<file path="src/rtl/wram_mode_pkg.sv">
package wram_mode_pkg;
  localparam int BANK_W     = 2;
  localparam int BANK_SHIFT = 17;
  localparam int WP_W       = 8;
  localparam int LO_W       = 8;
  localparam int RD_W       = WP_W + LO_W;
  localparam int BASE_W     = BANK_W + BANK_SHIFT;

  localparam int BIT_RET  = 0;
  localparam int BIT_REQ  = 1;
  localparam int BIT_MODE = 2;
  localparam int BIT_BANK = 6;

  typedef struct packed {
    logic [WP_W-1:0]   wprot;
    logic [BANK_W-1:0] bank;
    logic              mode;
    logic              req;
    logic              ret;
  } mode_state_t;
endpackage

</file>
<file path="src/rtl/wram_mode_ctrl.sv">
module wram_mode_rst_sync #(
  parameter int STAGES = 2
) (
  input  logic clk,
  input  logic rst_n,
  output logic rst_sync_n
);
  logic [STAGES-1:0] chain_q;

  generate
    for (genvar g = 0; g < STAGES; g++) begin : g_stage
      if (g == 0) begin : g_first
        always_ff @(posedge clk or negedge rst_n) begin
          if (!rst_n) chain_q[g] <= 1'b0;
          else        chain_q[g] <= 1'b1;
        end
      end else begin : g_rest
        always_ff @(posedge clk or negedge rst_n) begin
          if (!rst_n) chain_q[g] <= 1'b0;
          else        chain_q[g] <= chain_q[g-1];
        end
      end
    end
  endgenerate

  assign rst_sync_n = chain_q[STAGES-1];
endmodule

module wram_mode_next
  import wram_mode_pkg::*;
(
  input  mode_state_t       cur,
  input  logic              owner_q,
  input  logic              pend_q,
  input  logic              wr_en,
  input  logic              wr_word,
  input  logic [RD_W-1:0]   wr_data,
  input  logic              sub_ret_wr,
  input  logic              sub_mode_wr,
  input  logic              sub_mode_val,
  output mode_state_t       nxt,
  output logic              owner_d,
  output logic              pend_d,
  output logic              handover
);
  logic [BANK_W-1:0] wr_bank;
  logic              wr_req;

  assign wr_bank = wr_data[BIT_BANK +: BANK_W];
  assign wr_req  = wr_data[BIT_REQ];

  always_comb begin
    nxt     = cur;
    owner_d = owner_q;
    pend_d  = pend_q;

    // main-side write, decoded with the mode currently held
    if (wr_en) begin
      if (wr_word) begin
        nxt.wprot = wr_data[LO_W +: WP_W];
      end
      if (cur.mode) begin
        if (wr_req) begin
          pend_d = 1'b1;
        end else begin
          nxt.bank = wr_bank;
          nxt.req  = 1'b1;
        end
      end else begin
        nxt.bank = wr_bank;
        if (wr_req) begin
          nxt.req = 1'b1;
          nxt.ret = 1'b0;
          owner_d = 1'b1;
        end
      end
    end

    // sub-side strobes take effect after the main write
    if (sub_mode_wr) begin
      nxt.mode = sub_mode_val;
      pend_d   = 1'b0;
    end
    if (sub_ret_wr) begin
      nxt.ret = 1'b1;
      nxt.req = 1'b0;
      owner_d = 1'b0;
    end
  end

  assign handover = owner_d & ~owner_q;
endmodule

module wram_mode_regs
  import wram_mode_pkg::*;
(
  input  logic        clk,
  input  logic        rst_n,
  input  logic        upd_en,
  input  mode_state_t nxt,
  input  logic        owner_d,
  input  logic        pend_d,
  input  logic        handover,
  input  logic        wr_en,
  output mode_state_t cur,
  output logic        owner_q,
  output logic        pend_q,
  output logic        own_chg_q,
  output logic        poll_q
);
  always_ff @(posedge clk or negedge rst_n) begin
    if (!rst_n) begin
      cur     <= '0;
      owner_q <= 1'b0;
      pend_q  <= 1'b0;
    end else if (upd_en) begin
      cur     <= nxt;
      owner_q <= owner_d;
      pend_q  <= pend_d;
    end
  end

  always_ff @(posedge clk or negedge rst_n) begin
    if (!rst_n) begin
      own_chg_q <= 1'b0;
      poll_q    <= 1'b0;
    end else begin
      own_chg_q <= handover;
      poll_q    <= wr_en;
    end
  end
endmodule

module wram_mode_view
  import wram_mode_pkg::*;
(
  input  mode_state_t       cur,
  output logic [RD_W-1:0]   rd_data,
  output logic [BASE_W-1:0] bank_base
);
  logic [LO_W-1:0] lo;

  always_comb begin
    lo                      = '0;
    lo[BIT_BANK +: BANK_W]  = cur.bank;
    lo[BIT_MODE]            = cur.mode;
    lo[BIT_REQ]             = cur.req;
    lo[BIT_RET]             = cur.ret;
  end

  assign rd_data   = {cur.wprot, lo};
  assign bank_base = BASE_W'(cur.bank) << BANK_SHIFT;
endmodule

module wram_mode_ctrl
  import wram_mode_pkg::*;
#(
  parameter int SYNC_STAGES = 2
) (
  input  logic              clk,
  input  logic              rst_n,
  input  logic              wr_en,
  input  logic              wr_word,
  input  logic [RD_W-1:0]   wr_data,
  input  logic              sub_ret_wr,
  input  logic              sub_mode_wr,
  input  logic              sub_mode_val,
  output logic [RD_W-1:0]   rd_data,
  output logic [BASE_W-1:0] bank_base,
  output logic              ram_owner_sub,
  output logic              ret_pending,
  output logic              own_chg,
  output logic              poll_sync
);
  logic        rst_int_n;
  mode_state_t cur;
  mode_state_t nxt;
  logic        owner_q;
  logic        owner_d;
  logic        pend_q;
  logic        pend_d;
  logic        handover;
  logic        upd_en;

  wram_mode_rst_sync #(.STAGES(SYNC_STAGES)) u_rst (
    .clk        (clk),
    .rst_n      (rst_n),
    .rst_sync_n (rst_int_n)
  );

  assign upd_en = wr_en | sub_ret_wr | sub_mode_wr;

  wram_mode_next u_next (
    .cur          (cur),
    .owner_q      (owner_q),
    .pend_q       (pend_q),
    .wr_en        (wr_en),
    .wr_word      (wr_word),
    .wr_data      (wr_data),
    .sub_ret_wr   (sub_ret_wr),
    .sub_mode_wr  (sub_mode_wr),
    .sub_mode_val (sub_mode_val),
    .nxt          (nxt),
    .owner_d      (owner_d),
    .pend_d       (pend_d),
    .handover     (handover)
  );

  wram_mode_regs u_regs (
    .clk       (clk),
    .rst_n     (rst_int_n),
    .upd_en    (upd_en),
    .nxt       (nxt),
    .owner_d   (owner_d),
    .pend_d    (pend_d),
    .handover  (handover),
    .wr_en     (wr_en),
    .cur       (cur),
    .owner_q   (owner_q),
    .pend_q    (pend_q),
    .own_chg_q (own_chg),
    .poll_q    (poll_sync)
  );

  wram_mode_view u_view (
    .cur       (cur),
    .rd_data   (rd_data),
    .bank_base (bank_base)
  );

  assign ram_owner_sub = owner_q;
  assign ret_pending   = pend_q;
endmodule

</file>
<file path="config.mk">
export PLATFORM = sky130hd
export DESIGN_NAME = wram_mode_ctrl
export DESIGN_NICKNAME = d
export VERILOG_FILES = /design/src/rtl/wram_mode_pkg.sv /design/src/rtl/wram_mode_ctrl.sv
export SDC_FILE = /design/constraint.sdc
export NUM_CORES = 1
export LEC_CHECK = 0
export ABC_AREA = 0
export CAP_MARGIN = 15
export CORE_UTILIZATION = 35
export DETAILED_ROUTE_END_ITERATION = 7
export GPL_TIMING_DRIVEN = 0
export HOLD_SLACK_MARGIN = 0.05
export PLACE_DENSITY = 0.85
export SETUP_SLACK_MARGIN = 0.05
export SYNTH_ARGS = -nofsm -noshare
export SYNTH_HDL_FRONTEND = slang
export SYNTH_HIERARCHICAL = 1
export SYNTH_SLANG_ARGS = --single-unit
</file>
<file path="constraint.sdc">
create_clock -name clk -period 0.8 [get_ports clk]
set_input_delay 0.12 -clock clk [delete_from_list [all_inputs] [get_ports clk]]
set_output_delay 0.12 -clock clk [all_outputs]
set_load 0.02 [all_outputs]
</file>
# Yosys cells after proc, flatten, opt, wreduce, memory -nomap -nowiden
# Cells that the tools add are included.
# word_totals
regBits	19
inputBits	23
out_inout_bits	39
wordCells	46
# op_classes
eq_ne	3
n_mux	16
bitwise	4
reduce_logical	12
# op_table
operator	count
AND reduction 4 bit	3
2-to-1 mux 1 bit	11
2-to-1 mux 2 bit	5
nonzero test 2 bit	5
AND reduction 3 bit	2
!= test 2 bit, second input constant	2
!= test 3 bit, second input constant	1
nonzero test 3 bit	1
bitwise OR 1 bit	2
AND reduction 2 bit	1
bitwise AND 1 bit	1
NOT 1 bit	1

# Logic depth before layout (Yosys ltp)
# logic_depth
ltp_word	5
mapped_depth	4
ltp_nobuf	3

# Modules after synthesis
# The synthesis kept the hierarchy.
# by_module_without_submodules
mod	n_inst	cells_each	area_each_um2
wram_mode_regs	1	34	663.1
wram_mode_view	1	36	266.5
wram_mode_next	1	24	206.4
wram_mode_rst_sync	1	3	53.8
wram_mode_ctrl	1	1	6.3

# Worst setup path before layout
# Ideal clock, no wire load.
# synth_timing
path_kind	register to register
startpoint	register, netlist name u_regs/cur[2]
endpoint	register, netlist name u_regs/cur[3]
setup_ns	0.125
t_arrival_ns	1.175
t_required_ns	0.675
slack_ns	-0.500
stages_incl_launch_ff	4
period_less_slack_ns	1.300
path_cell_list	dfrtp_1 -> a21boi_2 -> mux2_2 -> mux2_4
# synth_via
elab_chain_len	2
elab_cells_between_ends	3
# synth_rtl
element
!= test 2 bit (no line)
AND reduction 3 bit (no line)
# Parallel ways exist; a longest one is shown, timed or not.
# A chain may end at the register's enable or synchronous reset.

# Final worst setup path
# layout_timing
startpoint	register, netlist name u_regs/cur[2]
endpoint	register, netlist name u_regs/cur[0]
# layout_via
elab_chain_len	2
# layout_rtl
element
!= test 2 bit (no line)
AND reduction 4 bit (no line)
# No other way between the ends.

==> results.md <==
- Final HPWL DP: 1680 µm
- Comb power frac: 54.7%
- Setup ws final: -534 ps
- Period utilisation layout: 167%
- RSZ-0062 raised after global routing: yes
- Initial DRC count: 10
- TritonCTS Buffers: 3
- Failing checks: negative setup slack
- CP delay by family, top: flip-flops
- Net Switching: 1.19 mW
- Post-Route WL: 2670 µm
- Worst path cell trace: buf_6 > nand3b_1 > a21o_1 > mux2_4
- Crit-path max FO: 5
- Internal power: around 2.7 mW
- Worst-path clk slew: ~120 ps
- Mux cell area share after synthesis: 27.6%
- XOR/XNOR Fraction of Synth Area: 0.732%
- TritonCTS clock tree: done
- VDD IR-drop max: ~1400 µV
- CP endpoint: u_regs/cur[0]
- Die height: just over 60 µm
- Clock Skew: 7.27 ps
- Critical path class: reg2reg
- GR Overflow Total: 0
- Worst-Skew Late Latency: ~300 ps
- Root Buffer: clkbuf_4
- Setup crit start: u_regs/cur[2]
- Post-Syn Area: 1200 µm²
- Area of the die: around 3700 µm²
- RR Startpoint: u_regs/cur[2]
- Pre-antenna DRT Iters: 2
- Gate Count Post-Synth: 98
- CP startpoint kind: register
- # port buffers: 36
- Critical path depth in cells: 4
- Final-stage net count: 206
- Placed cells: 197
- Static leakage: 1.13 nW
- Min-Delay Path Class: in2reg
- Sequential power share: between 30 and 40%
- R2R Setup Slk: -530 ps
- WP buf/inv: 1
- Share of the synthesized area in the top cell type: about two fifths
- Most used DFF post-synth: dfrtp_1
- Hold Fails Final Rpt: 0
- Clock power share: 12.6%
- Worst EP arrival: approximately 1500 ps
- H-tree levels: 1
- Mapped Avg Cell Area: 12.2 µm²
- Unique masters post-synth: 20
- First-pass GRT wire length: roughly 4000 µm
- Row count: 20
- Longest Clk Path Bufs: 2
- Initial antenna violation count: 0
- Drt via density: 4.04
- Crit-path max cell delay: about 470 ps
- # IOs: 62
- Clock Sinks: 19
- Synth Area in Compound Gates: 3.03%
- GRT Util Overall: 14.5%
- Most frequent cell after synthesis: buf_4
- Synth area leaders: dfrtp_1 (40%), buf_4 (22%), mux2_2 (15%), mux2_4 (13%), buf_12 (1.7%)
- Largest area contributor in the netlist: dfrtp_1
- Hold path cells: 2
- Cts hold-fix bufs: 2
- Worst reg2reg path endpoint: u_regs/cur[0]
- YS warnings: 6
- Switch share: slightly above 30%
- Gpl congestion: 0.706
- Count of pins over their slew limit: 0
- Critical path endpoint category: register
- Die Wd: 60.5 µm
- Register bit count reported by yosys: 19
- Crit-path slowest cell: dfrtp_2
- EDFF count, synth: 0
- Share of cells above drive strength 1: 65.4%
- DR DRC count: 0
- Outcome: finished with violations
- Routed len/inst: 11.8 µm
- Post-DRT Antenna Nets: 0
- Setup TNS: -11300 ps
- Vias: 912
- Area grow syn2layout: 75.9%
- Largest net degree at the start of global routing: 18
- Post-synthesis sequential area ratio: about two fifths
- Crit path time final: 1330 ps
- Simple-gate portion of the synthesized area: 3.03%
- Final setup viols: 35
- Worst slack at placement: -1000 ps
- Worst EP required: 1000 ps
- Adder-cell share of the synthesized area: 0%
- Number of global-route vias before repair: 873
- Starting density of the core: a little under two fifths
- Post-synth ARST share: 100%
- Commonest cells post-synth: buf_4 (35), dfrtp_1 (19), mux2_2 (16)
- Core area: 3150 µm²
- Max-cap violations: 0
- Finished Layout Cells: 226
- Diode count: 0
- Fmax: about 750 MHz
- Main combinational cell family by area after synthesis: multiplexers
- R2R cell count: 4
- PwrDens: 1860 nW/µm²
[how the worst min path moves through the flow]
| stage | from | end | slack (ps) |
|---|---|---|---|
| after floorplan | rst_n | u_rst/chain_q[0] | -180 |
| after global placement | rst_n | u_rst/chain_q[0] | 290 |
| after detailed placement | rst_n | u_rst/chain_q[0] | 290 |
| after CTS | sub_ret_wr | u_regs/own_chg_q | 30 |
| after global routing | sub_ret_wr | u_regs/own_chg_q | 40 |
| final | sub_ret_wr | u_regs/own_chg_q | 50 |
[logic make-up (layout without fill, tap and decap cells)]
family	Yosys count	after routing
buffers and inverters	39	104
AO/OA/AOI/OAI	5	5
AND/OR/NAND/NOR	6	6
XOR/XNOR	1	1
flip-flops	19	19
multiplexers	26	26
other	2	21
[cells in the final DEF (no fill, tap or decap), drive strengths merged]
master         netlist  final
a21boi               1      1
or3                  1      1
mux2                26     26
inv                  2      2
conb                 2     21
a21o                 1      1
nand3b               1      1
or2b                 1      1
dlygate4sd3          0      2
dfrtp               19     19
clkbuf               0      3
bufbuf               0      1
xnor2                1      1
nand2                1      1
a31oi                1      1
a21oi                1      1
clkdlybuf4s50        0     13
o22ai                1      1
nor3                 1      1
dlygate4sd2          0      1
nor2                 1      1
clkinv               0      1
buf                 37     81
[per-stage QoR]
step / hold WS [ps] / instance area (µm²) / utilization (%) / total power, mW
after global routing: 43.7 / 2100 / 66.7 / 4.10
after CTS: 32.7 / 2070 / 65.6 / 3.87
after floorplan: -176 / 1270 / - / 2.22
after global placement: 291 / 1680 / 53.4 / 2.69
after detailed placement: 294 / 1680 / 53.4 / 2.74
final: 50.2 / 2100 / 66.7 / 3.91
[flip-flops by register name, summed over array words and instances, names as in the netlist]
name              count
u_rst/rst_sync_n      1
u_regs/cur           13
u_regs/own_chg_q      1
u_regs/owner_q        1
u_regs/poll_q         1
u_rst/chain_q         1
u_regs/pend_q         1
[per-layer routing]
metal  global-route usage (%)  vias to the layer above  routed length [µm]
met2                     27.0                       36                1430
met4                     1.95                        0                  10
li1                         -                      438                   -
met1                     17.1                      436                1090
met5                        0                        -                   0
met3                     4.05                        2                 142
[power by group through the flow]
| stage | sequential [mW] | combinational [mW] | clock (mW) |
|---|---|---|---|
| after floorplan | 1.25 | 0.971 | 0 |
| after global placement | 1.26 | 1.42 | 0 |
| after detailed placement | 1.28 | 1.46 | 0 |
| after CTS | 1.28 | 2.09 | 0.500 |
| after global routing | 1.30 | 2.25 | 0.551 |
| final | 1.28 | 2.14 | 0.491 |
[final cells by class]
| cell class | instances | area [µm²] |
|---|---|---|
| repair buffers | 63 | 641 |
| multi-input cells | 59 | 572 |
| fillers | 255 | 1050 |
| clock buffers | 3 | 22.5 |
| inverters | 2 | 7.51 |
| clock inverters | 1 | 5.00 |
| flip-flops and latches | 19 | 478 |
| well taps | 44 | 55.1 |
| plain buffers | 35 | 324 |
[what timing repair did]
item	in CTS	in global routing
setup endpoints to repair	52	35
gates resized for setup	165	7
hold endpoints to repair	4	1
pin swaps	3	4
gates cloned	1	0
buffers inserted	20	4
(Power assumes the default switching activity.)
